File: config.mk
export PLATFORM = sky130hd
export DESIGN_NAME = sync_burst_sram
export DESIGN_NICKNAME = d
export VERILOG_FILES = /design/src/rtl/sbsram_pkg.sv /design/src/rtl/sbsram_burst_gen.sv /design/src/rtl/sbsram_in_stage.sv /design/src/rtl/sbsram_lane_array.sv /design/src/rtl/sbsram_out_stage.sv /design/src/rtl/sync_burst_sram.sv
export SDC_FILE = /design/constraint.sdc
export NUM_CORES = 1
export LEC_CHECK = 0
export ABC_AREA = 1
export CAP_MARGIN = 20
export CORE_ASPECT_RATIO = 0.8
export CORE_MARGIN = 2
export CORE_UTILIZATION = 43
export DETAILED_ROUTE_END_ITERATION = 10
export HOLD_SLACK_MARGIN = 0.1
export MAX_ROUTING_LAYER = met4
export PLACE_DENSITY_LB_ADDON = 0.1
export SKIP_LAST_GASP = 1
export SLEW_MARGIN = 30
export SYNTH_ARGS = -nofsm -noshare
export SYNTH_HDL_FRONTEND = slang
export SYNTH_HIERARCHICAL = 1
export SYNTH_SLANG_ARGS = --single-unit
File: constraint.sdc
create_clock -name clk -period 2.1 [get_ports clk]
set_clock_uncertainty 0.15 [all_clocks]
set_input_delay 0.42 -clock clk [delete_from_list [all_inputs] [get_ports clk]]
set_output_delay 0.42 -clock clk [all_outputs]
set_load 0.05 [all_outputs]
File: src/rtl/sbsram_pkg.sv
package sbsram_pkg;

  typedef enum logic [1:0] {
    OP_IDLE = 2'd0,
    OP_RD   = 2'd1,
    OP_WR   = 2'd2,
    OP_DSEL = 2'd3
  } sram_op_e;

  // low two address bits for burst position idx
  function automatic logic [1:0] burst_low(input logic [1:0] base,
                                           input logic [1:0] idx,
                                           input logic       linear);
    return linear ? (base + idx) : (base ^ idx);
  endfunction

endpackage

File: src/rtl/sbsram_burst_gen.sv
module sbsram_burst_gen
  import sbsram_pkg::*;
#(
  parameter int ADDR_W = 4
) (
  input  logic              clk,
  input  logic              rst,
  input  logic              load,
  input  logic [ADDR_W-1:0] load_addr,
  input  logic              load_linear,
  input  logic              advance,
  input  logic              drop,
  output logic [ADDR_W-1:0] next_addr,
  output logic              active
);
  localparam int HI = ADDR_W - 1;

  logic [ADDR_W-1:0] base_q, base_n;
  logic [1:0]        idx_q, idx_n;
  logic              lin_q, lin_n;
  logic              act_q;

  always_comb begin
    base_n    = load ? load_addr : base_q;
    idx_n     = load ? 2'd0 : idx_q + 2'd1;
    lin_n     = load ? load_linear : lin_q;
    // upper bits come from the base only: the burst wraps in its block
    next_addr = {base_n[HI:2], burst_low(base_n[1:0], idx_n, lin_n)};
  end

  always_ff @(posedge clk) begin
    if (rst) begin
      base_q <= '0;
      idx_q  <= '0;
      lin_q  <= 1'b0;
      act_q  <= 1'b0;
    end else begin
      if (load || advance) begin
        base_q <= base_n;
        idx_q  <= idx_n;
        lin_q  <= lin_n;
      end
      if (load)      act_q <= 1'b1;
      else if (drop) act_q <= 1'b0;
    end
  end

  assign active = act_q;

endmodule

File: src/rtl/sbsram_in_stage.sv
module sbsram_in_stage
  import sbsram_pkg::*;
#(
  parameter int ADDR_W = 4,
  parameter int LANES  = 4,
  parameter int LANE_W = 9
) (
  input  logic                    clk,
  input  logic                    rst,
  input  logic                    cs1_n,
  input  logic                    cs2,
  input  logic                    cs3_n,
  input  logic                    start_cpu_n,
  input  logic                    start_ctl_n,
  input  logic                    step_n,
  input  logic                    wr_all_n,
  input  logic                    wr_byte_n,
  input  logic [LANES-1:0]        lane_sel_n,
  input  logic                    sleep,
  input  logic [LANES*LANE_W-1:0] wdata,
  input  logic                    burst_act,
  input  logic [ADDR_W-1:0]       burst_addr,
  output logic                    load,
  output logic                    advance,
  output logic                    drop,
  output sram_op_e                s1_op,
  output logic [ADDR_W-1:0]       s1_addr,
  output logic [LANES*LANE_W-1:0] s1_data,
  output logic [LANES-1:0]        s1_mask
);
  localparam int DATA_W = LANES * LANE_W;

  logic             chip_sel, any_strobe, awake, wr_req, start_wr;
  sram_op_e         op_n;
  logic [LANES-1:0] mask_n;

  always_comb begin
    chip_sel   = !cs1_n && cs2 && !cs3_n;
    any_strobe = !start_cpu_n || !start_ctl_n;
    awake      = !sleep;
    wr_req     = !wr_all_n || !wr_byte_n;
    drop       = awake && any_strobe && !chip_sel;
    load       = awake && any_strobe && chip_sel;
    // the processor-side strobe forces a read
    start_wr   = load && start_cpu_n && wr_req;
    advance    = awake && !any_strobe && !step_n && burst_act;

    if (drop)         op_n = OP_DSEL;
    else if (load)    op_n = start_wr ? OP_WR : OP_RD;
    else if (advance) op_n = wr_req ? OP_WR : OP_RD;
    else              op_n = OP_IDLE;

    if (!wr_all_n)       mask_n = '1;
    else if (!wr_byte_n) mask_n = ~lane_sel_n;
    else                 mask_n = '0;
  end

  always_ff @(posedge clk) begin
    if (rst) begin
      s1_op   <= OP_IDLE;
      s1_addr <= '0;
      s1_data <= '0;
      s1_mask <= '0;
    end else begin
      s1_op <= op_n;
      if (op_n == OP_RD || op_n == OP_WR) s1_addr <= burst_addr;
      s1_data <= wdata[DATA_W-1:0];
      s1_mask <= (op_n == OP_WR) ? mask_n : '0;
    end
  end

endmodule

File: src/rtl/sbsram_lane_array.sv
module sbsram_lane_array #(
  parameter int ADDR_W = 4,
  parameter int LANES  = 4,
  parameter int LANE_W = 9
) (
  input  logic                    clk,
  input  logic                    wr_en,
  input  logic [LANES-1:0]        wr_mask,
  input  logic [ADDR_W-1:0]       addr,
  input  logic [LANES*LANE_W-1:0] wdata,
  output logic [LANES*LANE_W-1:0] rdata
);
  localparam int DEPTH = 1 << ADDR_W;

  // one simple-port memory per lane, synchronous read
  for (genvar g = 0; g < LANES; g++) begin : g_lane
    logic [LANE_W-1:0] mem [DEPTH];
    logic [LANE_W-1:0] lane_q;

    always_ff @(posedge clk) begin
      if (wr_en && wr_mask[g]) mem[addr] <= wdata[g*LANE_W +: LANE_W];
      lane_q <= mem[addr];
    end

    assign rdata[g*LANE_W +: LANE_W] = lane_q;
  end

endmodule

File: src/rtl/sbsram_out_stage.sv
module sbsram_out_stage #(
  parameter int DATA_W = 36
) (
  input  logic              clk,
  input  logic              rst,
  input  logic              rd_now,
  input  logic              kill,
  input  logic [DATA_W-1:0] arr_q,
  input  logic              out_en_n,
  input  logic              sleep,
  output logic [DATA_W-1:0] rdata,
  output logic              rvalid,
  output logic              vld_q
);
  logic              s2_q;
  logic [DATA_W-1:0] s3_data;

  always_ff @(posedge clk) begin
    if (rst) begin
      s2_q    <= 1'b0;
      vld_q   <= 1'b0;
      s3_data <= '0;
    end else begin
      s2_q  <= rd_now;
      // a deselect in the input stage shuts the output one stage early
      vld_q <= s2_q && !kill;
      if (s2_q) s3_data <= arr_q;
    end
  end

  assign rdata  = s3_data;
  assign rvalid = vld_q && !out_en_n && !sleep;

endmodule

File: src/rtl/sync_burst_sram.sv
module sync_burst_sram
  import sbsram_pkg::*;
#(
  parameter int ADDR_W = 4,
  parameter int LANES  = 4,
  parameter int LANE_W = 9
) (
  input  logic                    clk,
  input  logic                    rst,
  input  logic [ADDR_W-1:0]       addr,
  input  logic                    cs1_n,
  input  logic                    cs2,
  input  logic                    cs3_n,
  input  logic                    start_cpu_n,
  input  logic                    start_ctl_n,
  input  logic                    step_n,
  input  logic                    order_linear,
  input  logic                    wr_all_n,
  input  logic                    wr_byte_n,
  input  logic [LANES-1:0]        lane_sel_n,
  input  logic                    out_en_n,
  input  logic                    sleep,
  input  logic [LANES*LANE_W-1:0] wdata,
  output logic [LANES*LANE_W-1:0] rdata,
  output logic                    rvalid
);
  localparam int DATA_W = LANES * LANE_W;

  logic              load, advance, drop, burst_act, vld_q;
  logic [ADDR_W-1:0] burst_addr, s1_addr;
  sram_op_e          s1_op;
  logic [DATA_W-1:0] s1_data, arr_q;
  logic [LANES-1:0]  s1_mask;

  sbsram_burst_gen #(.ADDR_W(ADDR_W)) u_burst (
    .clk(clk), .rst(rst), .load(load), .load_addr(addr),
    .load_linear(order_linear), .advance(advance), .drop(drop),
    .next_addr(burst_addr), .active(burst_act)
  );

  sbsram_in_stage #(.ADDR_W(ADDR_W), .LANES(LANES), .LANE_W(LANE_W)) u_in (
    .clk(clk), .rst(rst), .cs1_n(cs1_n), .cs2(cs2), .cs3_n(cs3_n),
    .start_cpu_n(start_cpu_n), .start_ctl_n(start_ctl_n), .step_n(step_n),
    .wr_all_n(wr_all_n), .wr_byte_n(wr_byte_n), .lane_sel_n(lane_sel_n),
    .sleep(sleep), .wdata(wdata), .burst_act(burst_act), .burst_addr(burst_addr),
    .load(load), .advance(advance), .drop(drop),
    .s1_op(s1_op), .s1_addr(s1_addr), .s1_data(s1_data), .s1_mask(s1_mask)
  );

  sbsram_lane_array #(.ADDR_W(ADDR_W), .LANES(LANES), .LANE_W(LANE_W)) u_arr (
    .clk(clk), .wr_en(s1_op == OP_WR), .wr_mask(s1_mask), .addr(s1_addr),
    .wdata(s1_data), .rdata(arr_q)
  );

  sbsram_out_stage #(.DATA_W(DATA_W)) u_out (
    .clk(clk), .rst(rst), .rd_now(s1_op == OP_RD), .kill(s1_op == OP_DSEL),
    .arr_q(arr_q), .out_en_n(out_en_n), .sleep(sleep),
    .rdata(rdata), .rvalid(rvalid), .vld_q(vld_q)
  );

endmodule

; ---- After elaboration in Yosys (flattened, before gate mapping)
; Memories as Yosys holds them, arrays and structs flattened. A register that Yosys moved wholly into a read port is not among the register bits.
; Cells that the tools add are included.
[word_totals]
regBits = 92
latch_bits = 0
ram_bits = 576
mem_bits_ro = 0
wordCells = 81
memories = 4
[mem_list]
columns = memory, words, width, read_ports, rd_clocked_by_memory_dff, write_ports, line
row1 = u_arr.g_lane[0].mem, 16, 9, 1, 1, 1, sbsram_lane_array.sv:17  ; logic [LANE_W-1:0] mem [DEPTH];
row2 = u_arr.g_lane[1].mem, 16, 9, 1, 1, 1, sbsram_lane_array.sv:17
row3 = u_arr.g_lane[2].mem, 16, 9, 1, 1, 1, sbsram_lane_array.sv:17
row4 = u_arr.g_lane[3].mem, 16, 9, 1, 1, 1, sbsram_lane_array.sv:17
[op_classes]
n_addsub = 2
mul = 0
div_mod_pow = 0
order_cmp = 0
n_eq_ne = 5
shift = 0
muxes = 21
bitwise = 3
n_reduce_logical = 35
[ops]
columns = cell, count
row1 = logical AND 1 bit, 17
row2 = 2-to-1 mux 2 bit, 7
row3 = logical NOT 1 bit, 12
row4 = 2-to-1 mux 4 bit, 3
row5 = 2-to-1 mux 1 bit, 11
row6 = "== test 2 bit, second input constant", 3
row7 = "== test 2 x 1 -> 1 bit, second input constant", 2
row8 = logical OR 1 bit, 4
row9 = NOT 4 bit, 1
row10 = "adder 2 x 1 -> 2 bit, second input constant", 1
row11 = adder 2 bit, 1
row12 = nonzero test 2 bit, 1
row13 = OR reduction 2 bit, 1
row14 = XOR 2 bit, 1
row15 = NOT 1 bit, 1

; ---- Longest topological paths before layout
; Gate-level depths: netlist of the first run.
[logic_depth]
depth_word = 12
depth_mapped = 15

; ---- By module
; The synthesis of the first run kept the hierarchy.
[modules_own_cells]
columns = module, instances, cells_each, area_each_um2, seq_area_each_um2
row1 = sbsram_lane_array, 1, 2445, 25160.4, 18017.3
row2 = sbsram_out_stage, 1, 235, 1564.0, 760.7
row3 = sbsram_in_stage, 1, 169, 1436.4, 920.9
row4 = sbsram_burst_gen, 1, 64, 460.4, 160.2
row5 = sync_burst_sram, 1, 6, 22.5, 0.0

; ---- Least setup slack after synthesis of the first run
; Ideal clock, no wire load.
[synth_path]
path_type = input to output
startpoint = input out_en_n
endpoint = output rvalid
arrival_ps = 1578
slack_ps = -48
stages = 1
cell_sequence = nor3b_1
[synth_between]
elab_chain_len = 3
[synth_rtl]
columns = element, line
row1 = start: declaration, sync_burst_sram.sv:21  ; input logic out_en_n,
row2 = logical NOT 1 bit, sbsram_out_stage.sv:32  ; assign rvalid = vld_q && !out_en_n && !sleep;
row3 = logical AND 1 bit (2 in a row), sbsram_out_stage.sv:32
row4 = end: declaration, sync_burst_sram.sv:25  ; output logic rvalid
; Every way passes these cells.

; ---- Final worst setup path of the first run
[layout_path]
startpoint = register u_out.s3_data[15], in the netlist u_out/rdata[15]
endpoint = output rdata[15]
[layout_lines]
columns = element, line
row1 = start: declaration, sbsram_out_stage.sv:16  ; logic [DATA_W-1:0] s3_data;
row2 = start signal: assignment, sbsram_out_stage.sv:27  ; if (s2_q) s3_data <= arr_q;
row3 = end: declaration, sync_burst_sram.sv:24  ; output logic [LANES*LANE_W-1:0] rdata,
; No word-level cell between the ends.

==> impl_metrics.tcl, run 1 <==
set metrics [dict create \
    outcome "finished, final reports clean" \
    htree_levels 3 \
    ys_ff_latch 704 \
    fin_ws_ns 0.0738 \
    worstPathArrival_ns 1.46 \
    startpoint_type "flop" \
    grt_pass1_vias 18300 \
    cp_slowest_stage_delay_ns 0.53 \
    place_congestion 0.790 \
    pre_cts_slack_ns -0.396 \
    critical_path_class "reg2out" \
    wl_mm 67.1 \
    port_buffers 93 \
    critPathBufInv 1 \
    synthToLayoutAreaGrowth_pct 16.8 \
    fill_cells 5948 \
    max_cap_viol_count 0 \
    worstSkewPairLatency_ns 0.60 \
    grt_start_max_net_pins 138 \
    drtAntennaViolNets 0 \
    die_area_sq_um 68700 \
    route.detailed.drc 0 \
    worst_pin_slew_ns 0.712 \
    synth_ff_type "edfxtp_1" \
    grt_pass1_wl_mm 105 \
    cp_max_fo 2 \
    mostFrequentLayoutCell "nand2_1" \
    initial_core_util 0.435 \
    clk_pin_slew_ns 0.06 \
    grt_util_all_layers 0.203 \
    rows 84 \
    fin_area_sq_um 33500 \
    synth_area_sq_um 28600 \
    io_pins 94 \
    cts_tree "yes" \
    hp-class "in2reg" \
    antenna_found_initial 0 \
    seq_area_frac_synth 0.693 \
    grt.overflow.total 0 \
    cts_buffers 73 \
    synth_edf_count 576 \
    drtIter0Drc 1577 \
    power_w 0.0320 \
    die_h_microns 235 \
    drt_pre_antenna_iters 5 \
    wire_per_inst_microns 16.7 \
    cts_root_buffer "clkbuf_16" \
    setup_viol 0 \
    cp_top_family "buffers and inverters" \
    synth_cell_types 28 \
    path_cells "dlygate4sd2_1" \
    async_flop_share 0 \
    leakagePower_nw 14.4 \
    powerDensity_nw_per_um2 956 \
    placed_cell_area_sq_um 31000 \
    vias 18900 \
    via_per_inst 4.73 \
    whs_ns 0.183 \
    syn_nets 2978 \
    post_cts_buffers 0 \
    min_period_ns 2.03 \
    layout-drive-gt1-share 0.0954 \
    cp-end-kind "output pin" \
    fin_crit_sh 0.965 \
    required_ns 1.53 \
    core_area_sq_um 65800 \
    cts.path.max_buffers 3 \
    cp_slowest_cell "dlygate4sd2_1" \
    maxSlewViolCount 0 \
    dpl.hpwl_mm 40.3 \
    clkSinkCount 704 \
    avgSynthCellArea_sq_um 9.81 \
    final_cell_mix "nand2_1 (1,674), edfxtp_1 (576), nor2_1 (194)" \
    final_nets 3144 \
    ys_warn_count 6 \
    die_w_microns 293 \
    finalHoldViolations 0 \
    timing.slew.headroom 0.525 \
    rsz0062_at_grt "no" \
    peakVddDrop_mv 0.672 \
    fmax_mhz 494 \
    synth_cells 2919 \
]
[through the flow]
stage | TNS [ns] | cells | utilization
2_1_floorplan | 0 | 2919 | -
3_3_place_gp | -1.20 | 3869 | 0.471
3_5_place_dp | -1.33 | 3869 | 0.471
4_1_cts | 0 | 4005 | 0.509
5_1_grt | 0 | 4005 | 0.509
6_report | 0 | 4006 | 0.509
[worst paths after layout]
path / slack [ns] / start / to / cells after the start
worst min register to register: 0.32 / u_out/rdata[6] / u_out/rdata[6] / 2
worst max register to register: 0.19 / u_in/s1_addr[3] / u_arr/g_lane[0].mem[9][4] / 5
worst max-delay path: 0.07 / u_out/rdata[15] / rdata[15] / 1
worst min-delay path: 0.18 / wdata[25] / u_in/s1_data[25] / 3
[synth_stat cells (6+ instances only)]
master	number	area, sq um
a21oi_1	10	50.1
buf_1	12	45.0
buf_2	46	230
buf_4	33	248
buf_6	20	225
clkbuf_1	23	86.3
dfxtp_1	128	2560
edfxtp_1	576	17300
inv_1	164	616
nand2_1	1674	6280
nand3_1	6	30.0
nor2_1	197	739
[metal layers]
metal	global-route usage	wire (microns)	vias to the layer above
met2	0.316	30800	432
met4	0.0542	1270	0
met1	0.271	30800	8925
met5	-	0	-
met3	0.0414	4220	72
li1	-	-	9509
[registers in the layout, summed over array words and instances, names as in the netlist]
name and cells:
u_burst/base_q 4, u_out/vld_q 1, u_in/s1_mask 4, u_arr/g_lane.mem 576
u_arr/g_lane.lane_q 36, u_burst/active 1, u_out/rdata 36, u_in/s1_data 36
u_in/s1_addr 4, u_burst/lin_q 1, u_burst/idx_q 2, u_out/s2_q 1
u_in/s1_op 2
[where the power goes]
part | total (W) | leakage, nW | switching (W) | internal [W]
Combinational | 0.00325 | 6.92 | 0.00223 | 0.00102
Clock | 0.0131 | 1.20 | 0.00522 | 0.00785
Sequential | 0.0157 | 6.24 | 0.000281 | 0.0154
[cell families after synthesis]
| group | after synthesis | share of synthesized area |
|---|---|---|
| AND/OR/NAND/NOR | 1892 | 0.251 |
| flip-flops | 704 | 0.693 |
| buffers and inverters | 304 | 0.0518 |
| AO/OA/AOI/OAI | 17 | 0.00336 |
| adder cells (fa/ha/maj) | 2 | 0.000873 |
[timing repair]
item | 4_1_cts | 5_1_grt
hold buffers | 1 | 0
resized for setup | 8 | 0
setup endpoints to repair | 8 | 0
endpoints found under the hold margin | 2 | 0
[final cells by class]
type | count | area, sq um | area share
tap | 860 | 1080 | 0.0322
clock buffer | 103 | 2100 | 0.0627
sequential | 704 | 19900 | 0.594
timing repair buffer | 225 | 2090 | 0.0624
antenna | 1 | 2.50 | 0.0000748
inverter | 170 | 656 | 0.0196
multi-input combinational | 1911 | 7330 | 0.219
clock inverter | 32 | 347 | 0.0104
Power figures use the tool's default switching activity.
==> inputs of run 2 (changes only) <==
--- a/config.mk
+++ b/config.mk
@@ -8,7 +8,6 @@
 export ABC_AREA = 1
 export CAP_MARGIN = 20
 export CORE_ASPECT_RATIO = 0.8
-export CORE_MARGIN = 2
 export CORE_UTILIZATION = 43
 export DETAILED_ROUTE_END_ITERATION = 10
 export HOLD_SLACK_MARGIN = 0.1
==> impl_metrics.tcl, run 2 (same netlist as run 1, synthesis figures left out) <==
set metrics [dict create \
    dpl.hpwl_mm 40.3 \
    reg2reg_from "u_in/s1_addr[3]" \
    synthToLayoutAreaGrowth_pct 16.6 \
    cts_buffers 72 \
    fmax_mhz 491 \
    p_seq_frac 0.503 \
    antenna_found_initial 0 \
    vias 18900 \
    wl_mm 67.7 \
    pwr-share-comb 0.105 \
    peakVddDrop_mv 0.566 \
    crit_cells 1 \
    io_pins 94 \
    cts_tree "yes" \
    initial_core_util 0.435 \
    mostFrequentLayoutCell "nand2_1" \
    hp-class "in2reg" \
    grt_util_all_layers 0.211 \
    worstPathArrival_ns 1.47 \
    critical_path_class "reg2out" \
    cp-end-kind "output pin" \
    powerDensity_nw_per_um2 933 \
    path_cells "dlygate4sd2_1" \
    final_nets 3141 \
    reg2reg_depth 5 \
    grt_start_max_net_pins 104 \
    clkPwrFrac 0.393 \
    ff2ff_setup_slack_ns 0.14 \
    largest_register_ff_count 576 \
    internal_power_w 0.0235 \
    post-place-cells 3867 \
    fin_ws_ns 0.0631 \
    die_area_sq_um 67700 \
    antenna_cells 0 \
    worstSkewPairLatency_ns 0.60 \
    outcome "finished, final reports clean" \
    die_w_microns 291 \
    htree_levels 3 \
    drt_pre_antenna_iters 6 \
    clkSinkCount 704 \
    regMostFlops "u_arr/g_lane.mem" \
    maxSlewViolCount 0 \
    cp_slowest_stage_delay_ns 0.54 \
    post_cts_buffers 0 \
    timing.slew.headroom 0.534 \
    startpoint "u_out/rdata[20]" \
    leakagePower_nw 14.3 \
    die_h_microns 233 \
    core_area_sq_um 65800 \
    min_period_ns 2.04 \
    rows 84 \
    clk_pin_slew_ns 0.07 \
    cts_root_buffer "clkbuf_16" \
    required_ns 1.53 \
    fin_crit_sh 0.970 \
    wire_per_inst_microns 16.9 \
    route.detailed.drc 0 \
    rsz0062_at_grt "no" \
    place_congestion 0.800 \
    p_sw_frac 0.245 \
    finalHoldViolations 0 \
    drtIter0Drc 1192 \
    grt_pass1_vias 18300 \
    drtAntennaViolNets 0 \
    tns_ns 0 \
    hold-path-cell-count 3 \
    cp_slowest_cell "dlygate4sd2_1" \
    max_cap_viol_count 0 \
    startpoint_type "flop" \
    endpoint "rdata[20]" \
    final_cell_mix "nand2_1 (1,674), edfxtp_1 (576), nor2_1 (194)" \
    grt_pass1_wl_mm 105 \
    layout-drive-gt1-share 0.0913 \
    power_switching_w 0.00764 \
    port_buffers 93 \
    cp_top_family "buffers and inverters" \
    rr_endpoint "u_arr/g_lane[1].mem[9][4]" \
    fin_cells 4002 \
    via_per_inst 4.72 \
    cts.path.max_buffers 3 \
    cp_max_fo 2 \
    pre_cts_slack_ns -0.393 \
    critPathBufInv 1 \
    setup_viol 0 \
    power_w 0.0312 \
    grt.overflow.total 0 \
    worst_pin_slew_ns 0.699 \
]
## run 2: worst min path at each step
stage	from	to	slack [ns]
2_1_floorplan	u_burst/active	u_burst/active	0.29
3_3_place_gp	u_burst/base_q[2]	u_burst/base_q[2]	0.31
3_5_place_dp	u_burst/active	u_burst/active	0.31
4_1_cts	wdata[27]	u_in/s1_data[27]	0.13
5_1_grt	wdata[28]	u_in/s1_data[28]	0.16
6_report	wdata[28]	u_in/s1_data[28]	0.17
## run 2: cell type report
class                           instances  area [sq um]
Sequential cell                       704         19900
Multi-Input combinational cell       1911          7330
Inverter                              170           656
Tap cell                              860          1080
Timing Repair Buffer                  223          2180
Fill cell                            5944         32400
Clock inverter                         25           129
Clock buffer                          109          2150
## run 2: power by group through the flow
stage	sequential (W)	clock [W]	combinational, W
global placement	0.0160	0	0.00327
CTS	0.0157	0.0126	0.00330
global route	0.0157	0.0131	0.00373
floorplan	0.0159	0	0.00219
detailed placement	0.0160	0	0.00329
finish	0.0157	0.0122	0.00326
## run 2: through the flow
step / utilization / area (sq um) / hold WS, ns
3_3_place_gp: 0.473 / 31100 / 0.307
4_1_cts: 0.507 / 33400 / 0.130
3_5_place_dp: 0.473 / 31100 / 0.306
5_1_grt: 0.507 / 33400 / 0.164
2_1_floorplan: - / 28600 / 0.289
6_report: 0.507 / 33400 / 0.170
## run 2: what timing repair did
item,CTS,global route
pin swaps,0,0
setup endpoints to repair,13,1
hold buffers,1,0
resized for setup,13,1
endpoints found under the hold margin,3,0
## run 2: per-layer routing
metal  wire [microns]  global-route usage  vias up
li1                 -                   -     9499
met1            32000               0.286     8912
met2            30800               0.330      365
met3             3190              0.0324      112
met4             1670              0.0615        0
met5                0                   -        -
## run 2: worst min-delay path: stages
cell and delay (ns):
clkdlybuf4s50_1 0.39, inv_1 0.05, nor2_1 0.03
